==> config.mk <==
export PLATFORM = sky130hd
export DESIGN_NAME = irq_ctrl
export DESIGN_NICKNAME = d
export VERILOG_FILES = /design/src/rtl/irq_ctrl_pkg.sv /design/src/rtl/irq_sync.sv /design/src/rtl/irq_src_cell.sv /design/src/rtl/irq_ctrl.sv
export SDC_FILE = /design/constraint.sdc
export NUM_CORES = 1
export LEC_CHECK = 0
export ABC_AREA = 1
export BUFFER_PORTS_ARGS = -buffer_cell sky130_fd_sc_hd__buf_4
export CORE_MARGIN = 4
export CORE_UTILIZATION = 47
export DETAILED_ROUTE_END_ITERATION = 10
export GPL_TIMING_DRIVEN = 0
export PLACE_DENSITY_LB_ADDON = 0.3
export SLEW_MARGIN = 20
export SYNTH_ARGS = -nofsm -noshare
export SYNTH_HDL_FRONTEND = slang
export SYNTH_HIERARCHICAL = 1
export SYNTH_SLANG_ARGS = --single-unit
==> constraint.sdc <==
create_clock -name clk_i -period 2.65 [get_ports clk_i]
set_clock_uncertainty 0.05 [all_clocks]
set_input_delay 0.265 -clock clk_i [delete_from_list [all_inputs] [get_ports clk_i]]
set_output_delay 0.265 -clock clk_i [all_outputs]
set_load 0.1 [all_outputs]
==> src/rtl/irq_ctrl_pkg.sv <==
package irq_ctrl_pkg;

  localparam int NUM_CW = 7;
  localparam int CW_CFG0 = 0;
  localparam int CW_CFG1 = 1;
  localparam int CW_CFG2 = 2;
  localparam int CW_SRC  = 3;
  localparam int CW_ASG  = 4;
  localparam int CW_WAKE = 5;
  localparam int CW_MASK = 6;

  localparam logic [7:0] OFF_REQ0 = 8'h54;
  localparam logic [7:0] OFF_REQ1 = 8'h5C;
  localparam logic [7:0] OFF_RISE = 8'h78;
  localparam logic [7:0] OFF_FALL = 8'h7C;
  localparam logic [7:0] OFF_TEST = 8'h80;
  localparam logic [7:0] OFF_MASK = 8'h70;

  typedef enum logic [2:0] {
    TM_OFF   = 3'b000,
    TM_RISE  = 3'b001,
    TM_FALL  = 3'b010,
    TM_EDGES = 3'b011,
    TM_OFF2  = 3'b100,
    TM_HIGH  = 3'b101,
    TM_LOW   = 3'b110,
    TM_ALL   = 3'b111
  } trig_mode_e;

  // set offset of control word k; clear port is +4
  function automatic logic [7:0] cw_set_off(int k);
    case (k)
      CW_CFG0: return 8'h40;
      CW_CFG1: return 8'h48;
      CW_CFG2: return 8'h50;
      CW_SRC:  return 8'h58;
      CW_ASG:  return 8'h60;
      CW_WAKE: return 8'h68;
      default: return 8'h70;
    endcase
  endfunction

  function automatic logic rise_en(trig_mode_e m);
    return (m == TM_RISE) || (m == TM_EDGES) || (m == TM_ALL);
  endfunction

  function automatic logic fall_en(trig_mode_e m);
    return (m == TM_FALL) || (m == TM_EDGES) || (m == TM_ALL);
  endfunction

  function automatic logic high_en(trig_mode_e m);
    return (m == TM_HIGH) || (m == TM_ALL);
  endfunction

  function automatic logic low_en(trig_mode_e m);
    return (m == TM_LOW) || (m == TM_ALL);
  endfunction

endpackage

==> src/rtl/irq_sync.sv <==
module irq_sync #(
  parameter int W      = 32,
  parameter int STAGES = 2
) (
  input  logic         clk_i,
  input  logic         rst_ni,
  input  logic [W-1:0] d_i,
  output logic [W-1:0] q_o
);
  logic [W-1:0] stage_q [STAGES];

  for (genvar s = 0; s < STAGES; s++) begin : g_stage
    always_ff @(posedge clk_i or negedge rst_ni) begin
      if (!rst_ni) stage_q[s] <= '0;
      else if (s == 0) stage_q[s] <= d_i;
      else stage_q[s] <= stage_q[(s > 0) ? s - 1 : 0];
    end
  end

  assign q_o = stage_q[STAGES-1];
endmodule

==> src/rtl/irq_src_cell.sv <==
module irq_src_cell
  import irq_ctrl_pkg::*;
(
  input  logic       clk_i,
  input  logic       rst_ni,
  input  logic [2:0] mode_i,
  input  logic       raw_i,
  input  logic       rise_clr_i,
  input  logic       fall_clr_i,
  output logic       rise_o,
  output logic       fall_o,
  output logic       active_o
);
  trig_mode_e mode;
  logic prev_q, rise_q, fall_q;
  logic rise_evt, fall_evt;

  assign mode     = trig_mode_e'(mode_i);
  assign rise_evt = raw_i & ~prev_q & rise_en(mode);
  assign fall_evt = ~raw_i & prev_q & fall_en(mode);

  always_ff @(posedge clk_i or negedge rst_ni) begin
    if (!rst_ni) begin
      prev_q <= 1'b0;
      rise_q <= 1'b0;
      fall_q <= 1'b0;
    end else begin
      prev_q <= raw_i;
      // a fresh edge outranks a clear in the same cycle
      rise_q <= (rise_q & ~rise_clr_i) | rise_evt;
      fall_q <= (fall_q & ~fall_clr_i) | fall_evt;
    end
  end

  assign rise_o   = rise_q;
  assign fall_o   = fall_q;
  assign active_o = rise_q | fall_q
                  | (high_en(mode) & raw_i)
                  | (low_en(mode) & ~raw_i);
endmodule

==> src/rtl/irq_ctrl.sv <==
module irq_ctrl
  import irq_ctrl_pkg::*;
#(
  parameter int N_SRC       = 32,
  parameter int ADDR_W      = 8,
  parameter int SYNC_STAGES = 2
) (
  input  logic              clk_i,
  input  logic              rst_ni,
  input  logic              bus_wr_i,
  input  logic [ADDR_W-1:0] bus_addr_i,
  input  logic [N_SRC-1:0]  bus_wdata_i,
  output logic [N_SRC-1:0]  bus_rdata_o,
  input  logic [N_SRC-1:0]  periph_irq_i,
  output logic              req0_o,
  output logic              req1_o,
  output logic              wake_o
);
  logic [N_SRC-1:0] ctl_q [NUM_CW];
  logic [N_SRC-1:0] test_q;
  logic [N_SRC-1:0] periph_s, raw, rise, fall, active;
  logic [N_SRC-1:0] rise_clr, fall_clr;
  logic [N_SRC-1:0] pend0, pend1;
  logic [N_SRC-1:0] mask_w, asg_w, wake_w;

  for (genvar k = 0; k < NUM_CW; k++) begin : g_cw
    localparam logic [ADDR_W-1:0] SET_A = ADDR_W'(cw_set_off(k));
    localparam logic [ADDR_W-1:0] CLR_A = ADDR_W'(cw_set_off(k) + 8'd4);
    always_ff @(posedge clk_i or negedge rst_ni) begin
      if (!rst_ni) ctl_q[k] <= '0;
      else if (bus_wr_i && bus_addr_i == SET_A) ctl_q[k] <= ctl_q[k] | bus_wdata_i;
      else if (bus_wr_i && bus_addr_i == CLR_A) ctl_q[k] <= ctl_q[k] & ~bus_wdata_i;
    end
  end

  always_ff @(posedge clk_i or negedge rst_ni) begin
    if (!rst_ni) test_q <= '0;
    else if (bus_wr_i && bus_addr_i == ADDR_W'(OFF_TEST)) test_q <= bus_wdata_i;
  end

  irq_sync #(.W(N_SRC), .STAGES(SYNC_STAGES)) u_sync (
    .clk_i (clk_i),
    .rst_ni(rst_ni),
    .d_i   (periph_irq_i),
    .q_o   (periph_s)
  );

  assign rise_clr = (bus_wr_i && bus_addr_i == ADDR_W'(OFF_RISE)) ? bus_wdata_i : '0;
  assign fall_clr = (bus_wr_i && bus_addr_i == ADDR_W'(OFF_FALL)) ? bus_wdata_i : '0;

  for (genvar n = 0; n < N_SRC; n++) begin : g_src
    assign raw[n] = ctl_q[CW_SRC][n] ? periph_s[n] : test_q[n];
    irq_src_cell u_cell (
      .clk_i     (clk_i),
      .rst_ni    (rst_ni),
      .mode_i    ({ctl_q[CW_CFG2][n], ctl_q[CW_CFG1][n], ctl_q[CW_CFG0][n]}),
      .raw_i     (raw[n]),
      .rise_clr_i(rise_clr[n]),
      .fall_clr_i(fall_clr[n]),
      .rise_o    (rise[n]),
      .fall_o    (fall[n]),
      .active_o  (active[n])
    );
  end

  assign mask_w = ctl_q[CW_MASK];
  assign asg_w  = ctl_q[CW_ASG];
  assign wake_w = ctl_q[CW_WAKE];
  assign pend0  = active & mask_w & asg_w;
  assign pend1  = active & mask_w & ~asg_w;

  always_ff @(posedge clk_i or negedge rst_ni) begin
    if (!rst_ni) begin
      req0_o <= 1'b0;
      req1_o <= 1'b0;
      wake_o <= 1'b0;
    end else begin
      req0_o <= |pend0;
      req1_o <= |pend1;
      wake_o <= |(active & wake_w);
    end
  end

  always_comb begin
    bus_rdata_o = '0;
    for (int k = 0; k < NUM_CW; k++)
      if (bus_addr_i == ADDR_W'(cw_set_off(k))) bus_rdata_o = ctl_q[k];
    if (bus_addr_i == ADDR_W'(OFF_REQ0)) bus_rdata_o = pend0;
    if (bus_addr_i == ADDR_W'(OFF_REQ1)) bus_rdata_o = pend1;
    if (bus_addr_i == ADDR_W'(OFF_RISE)) bus_rdata_o = rise;
    if (bus_addr_i == ADDR_W'(OFF_FALL)) bus_rdata_o = fall;
    if (bus_addr_i == ADDR_W'(OFF_TEST)) bus_rdata_o = test_q;
  end
endmodule

==> run_results.csv <==
group,metric,value,unit
run_status,outcome,"complete, but fails checks",
run_status,violations,"setup timing",
synth,ys_types,40,
synth,async_flop_share,100,%
synth,synth.area.top_cells,"dfrtp_1 (48%), nand2_1 (13%), nand3_1 (7.1%), inv_1 (6.0%), nor2_1 (5.9%)",
synth,yosysSeqAreaShare,48.3,%
worst_hold_path,hold_class,"in2reg",
place,gp_congestion,0.985,
timing,finalSetupViolCount,13,
power,internal-power,11.3,mW
power,p_seq_share,46.0,%
setup_path,cpLargestDelayFamily,"simple AND/OR/NAND/NOR gates",
global_route,grt_use_total,33.0,%
timing,rsz0062_at_grt,"yes",
synth,syn-num-nets,2981,
floorplanning,die_area,49700,sq um
timing,slew_viol_final,0,
power,leakagePower,13.1,nW
setup_path,startpoint_type,"flip-flop",
final_layout,layout-area-overhead-vs-synth,27.4,%
detailed_routing,ant_nets,0,
cts,htreeDepth,2,
detailed_routing,wl_per_cell,22.3,um
setup_path,cp.arrival,2560,ps
power,p_clk_share,42.9,%
power,p_comb_share,11.1,%
timing,relSlewSlack,25.3,%
cts,cts_tree,"built",
global_route,grt_max_degree,98,
synth,synth_area,21700,sq um
synth,synth.top_cell.area_share,48.3,%
cts,clock_latency,600,ps
detailed_routing,dr.pass1.iters,6,
global_route,grt_use_met3,7.49,%
cts,path_clk_slew,60,ps
synth,synth_most_common_cell,"nand2_1",
cts,root_buffer,"clkbuf_16",
power,pwr_density_cell,562,nW/um^2
floorplanning,ios,110,
run,cap_violations,0,
global_route,grt_pass1_vias,21303,
setup_path,crit_path_max_incr_delay,410,ps
floorplanning,die_h,223,um
timing,fin_crit_sh,109,%
synth,avgSynthCellArea,7.47,sq um
setup_path,critPathKind,"reg2out",
detailed_routing,drt_iter0_markers,2846,
synth,synth_edf_count,0,
synth,synth-seq-cells,419,
cts,cts_buffers,47,
timing,hold_viol,0,
setup_path,worstPathRequired,2340,ps
global_route,grt-ovfl-total,0,
floorplanning,coreArea,45500,sq um
synth,yosys-top-cells-count,"nand2_1 (740), dfrtp_1 (419), inv_1 (348)",
timing,post-route-min-period,2880,ps
place,dpl.hpwl,54.5,mm
power,total_power,15.5,mW
timing,final.setup.tns,-1230,ps
setup_path,end_kind,"output port",
cts,numClockSinks,419,
detailed_routing,via_count,22282,
detailed_routing,routed_wl,85.6,mm
global_route,met2_usage,50.7,%
final_layout,finalNetCount,3281,
final_layout,utilization,60.8,%
setup_path,crit_chain,"mux2_4, nor2_4, nand2_2, nand3_2, inv_2, nor3_2, inv_1, o21ai_1, inv_1, nand3_2, nand2_2, nand4_1, buf_12",
power,swShare,27.0,%
timing,setup_slack,-229,ps
timing,whs,25.2,ps
setup_path,crit_slowest_cell,"dfrtp_1",
timing,fmaxAchievable,347,MHz
detailed_routing,drc,0,
floorplanning,start_util,47.7,%
power,ir_worst_vdd,0.506,mV
synth,synth_warnings,6,
global_route,gr-max-usage-layer,"met2",
floorplanning,rows,78,
setup_path,cp_num_buf_inv,4,
final_layout,fillerInstances,4051,
floorplanning,die_x,223,um
global_route,grt_pass1_wl,126,mm
synth,synth_top_flop_cell,"dfrtp_1",
final_layout,layout-drive-gt1-share,20.5,%
global_route,antenna_found_initial,4,
synth,synth_top_area_cell,"dfrtp_1",
global_route,grt_use_met1,44.3,%
place,io_buffers,81,
setup_path,crit_fanout,3,
synth,syn_inst,2906,
timing,worst_pin_slew,1120,ps
power,p_sw,4.20,mW
cts,cts_buffer_depth,3,
detailed_routing,post_drt_via_cell_ratio,5.80,
==> per-stage QoR <==
step	setup slack, ps	cells	area, sq um
final	-229	3841	27700
after global routing	-365	3839	27700
after CTS	-141	3788	26600
after detailed placement	-709	3591	23200
after global placement	-3090	3587	23100
after floorplan	80.0	2906	21700
==> power by group through the flow <==
stage	sequential [mW]	clock [mW]	combinational, mW
after detailed placement	7.21	0	1.36
after CTS	7.11	6.70	1.57
after global placement	7.20	0	1.30
final	7.14	6.67	1.72
after floorplan	7.20	0	0.771
after global routing	7.19	6.96	1.87
==> metal layers <==
metal | wire, um | vias to the layer above
met2 | 37700 | 1405
li1 | - | 9933
met5 | 12 | -
met3 | 9740 | 352
met4 | 5270 | 2
met1 | 33000 | 10590
==> placed cells by master, fill, tap and decap left out, types with 66 or more instances in the layout <==
cell type,instances
nand2_1,655
nand3_2,69
o21ai_0,159
a31oi_1,97
a21oi_1,152
inv_1,336
buf_4,214
dfrtp_1,418
nand2_2,80
nor2_1,289
nand3_1,232
clkbuf_1,66
==> timing repair <==
item / CTS / global route
setup endpoints to repair: 33 / 34
hold buffers: 51 / 0
setup buffers: 73 / 55
hold endpoints to repair: 130 / 0
pin swaps: 50 / 76
resized for setup: 259 / 188
==> cell type report <==
class | count | area (sq um) | area share, %
Sequential cell | 419 | 10500 | 37.9
Buffer | 162 | 895 | 3.23
Multi-Input combinational cell | 1956 | 10000 | 36.3
Clock inverter | 7 | 60.1 | 0.217
Antenna cell | 2 | 5.00 | 0.0181
Timing Repair Buffer | 262 | 2590 | 9.36
Clock buffer | 75 | 1480 | 5.37
Tap cell | 600 | 751 | 2.71
Inverter | 358 | 1350 | 4.90
==> kinds of logic after synthesis <==
kind of cell,after synthesis,share of synthesized area (%)
and+or+nand+nor,1476,28.5
buffers and inverters,531,10.3
AOI/OAI and AO/OA,438,10.9
DFF,419,48.3
muxes,42,1.99
==> final timing paths <==
path	start	to	slack [ps]	cells past startpoint
worst max-delay path	flip-flop	bus_rdata_o[30]	-230	13
worst min-delay path	bus_wdata_i[2]	flip-flop	30	2
worst max register to register	flip-flop	req1_o$_DFF_PN0_	-110	8
worst min register to register	u_sync/stage_q[50]$_DFF_PN0_	u_sync/q_o[18]$_DFF_PN0_	290	0
max in group asynchronous	rst_ni	asynchronous set/reset pin	1080	4
min in group asynchronous	rst_ni	u_sync/stage_q[34]$_DFF_PN0_	130	2
Note: power is estimated with default switching activity, not from simulation.
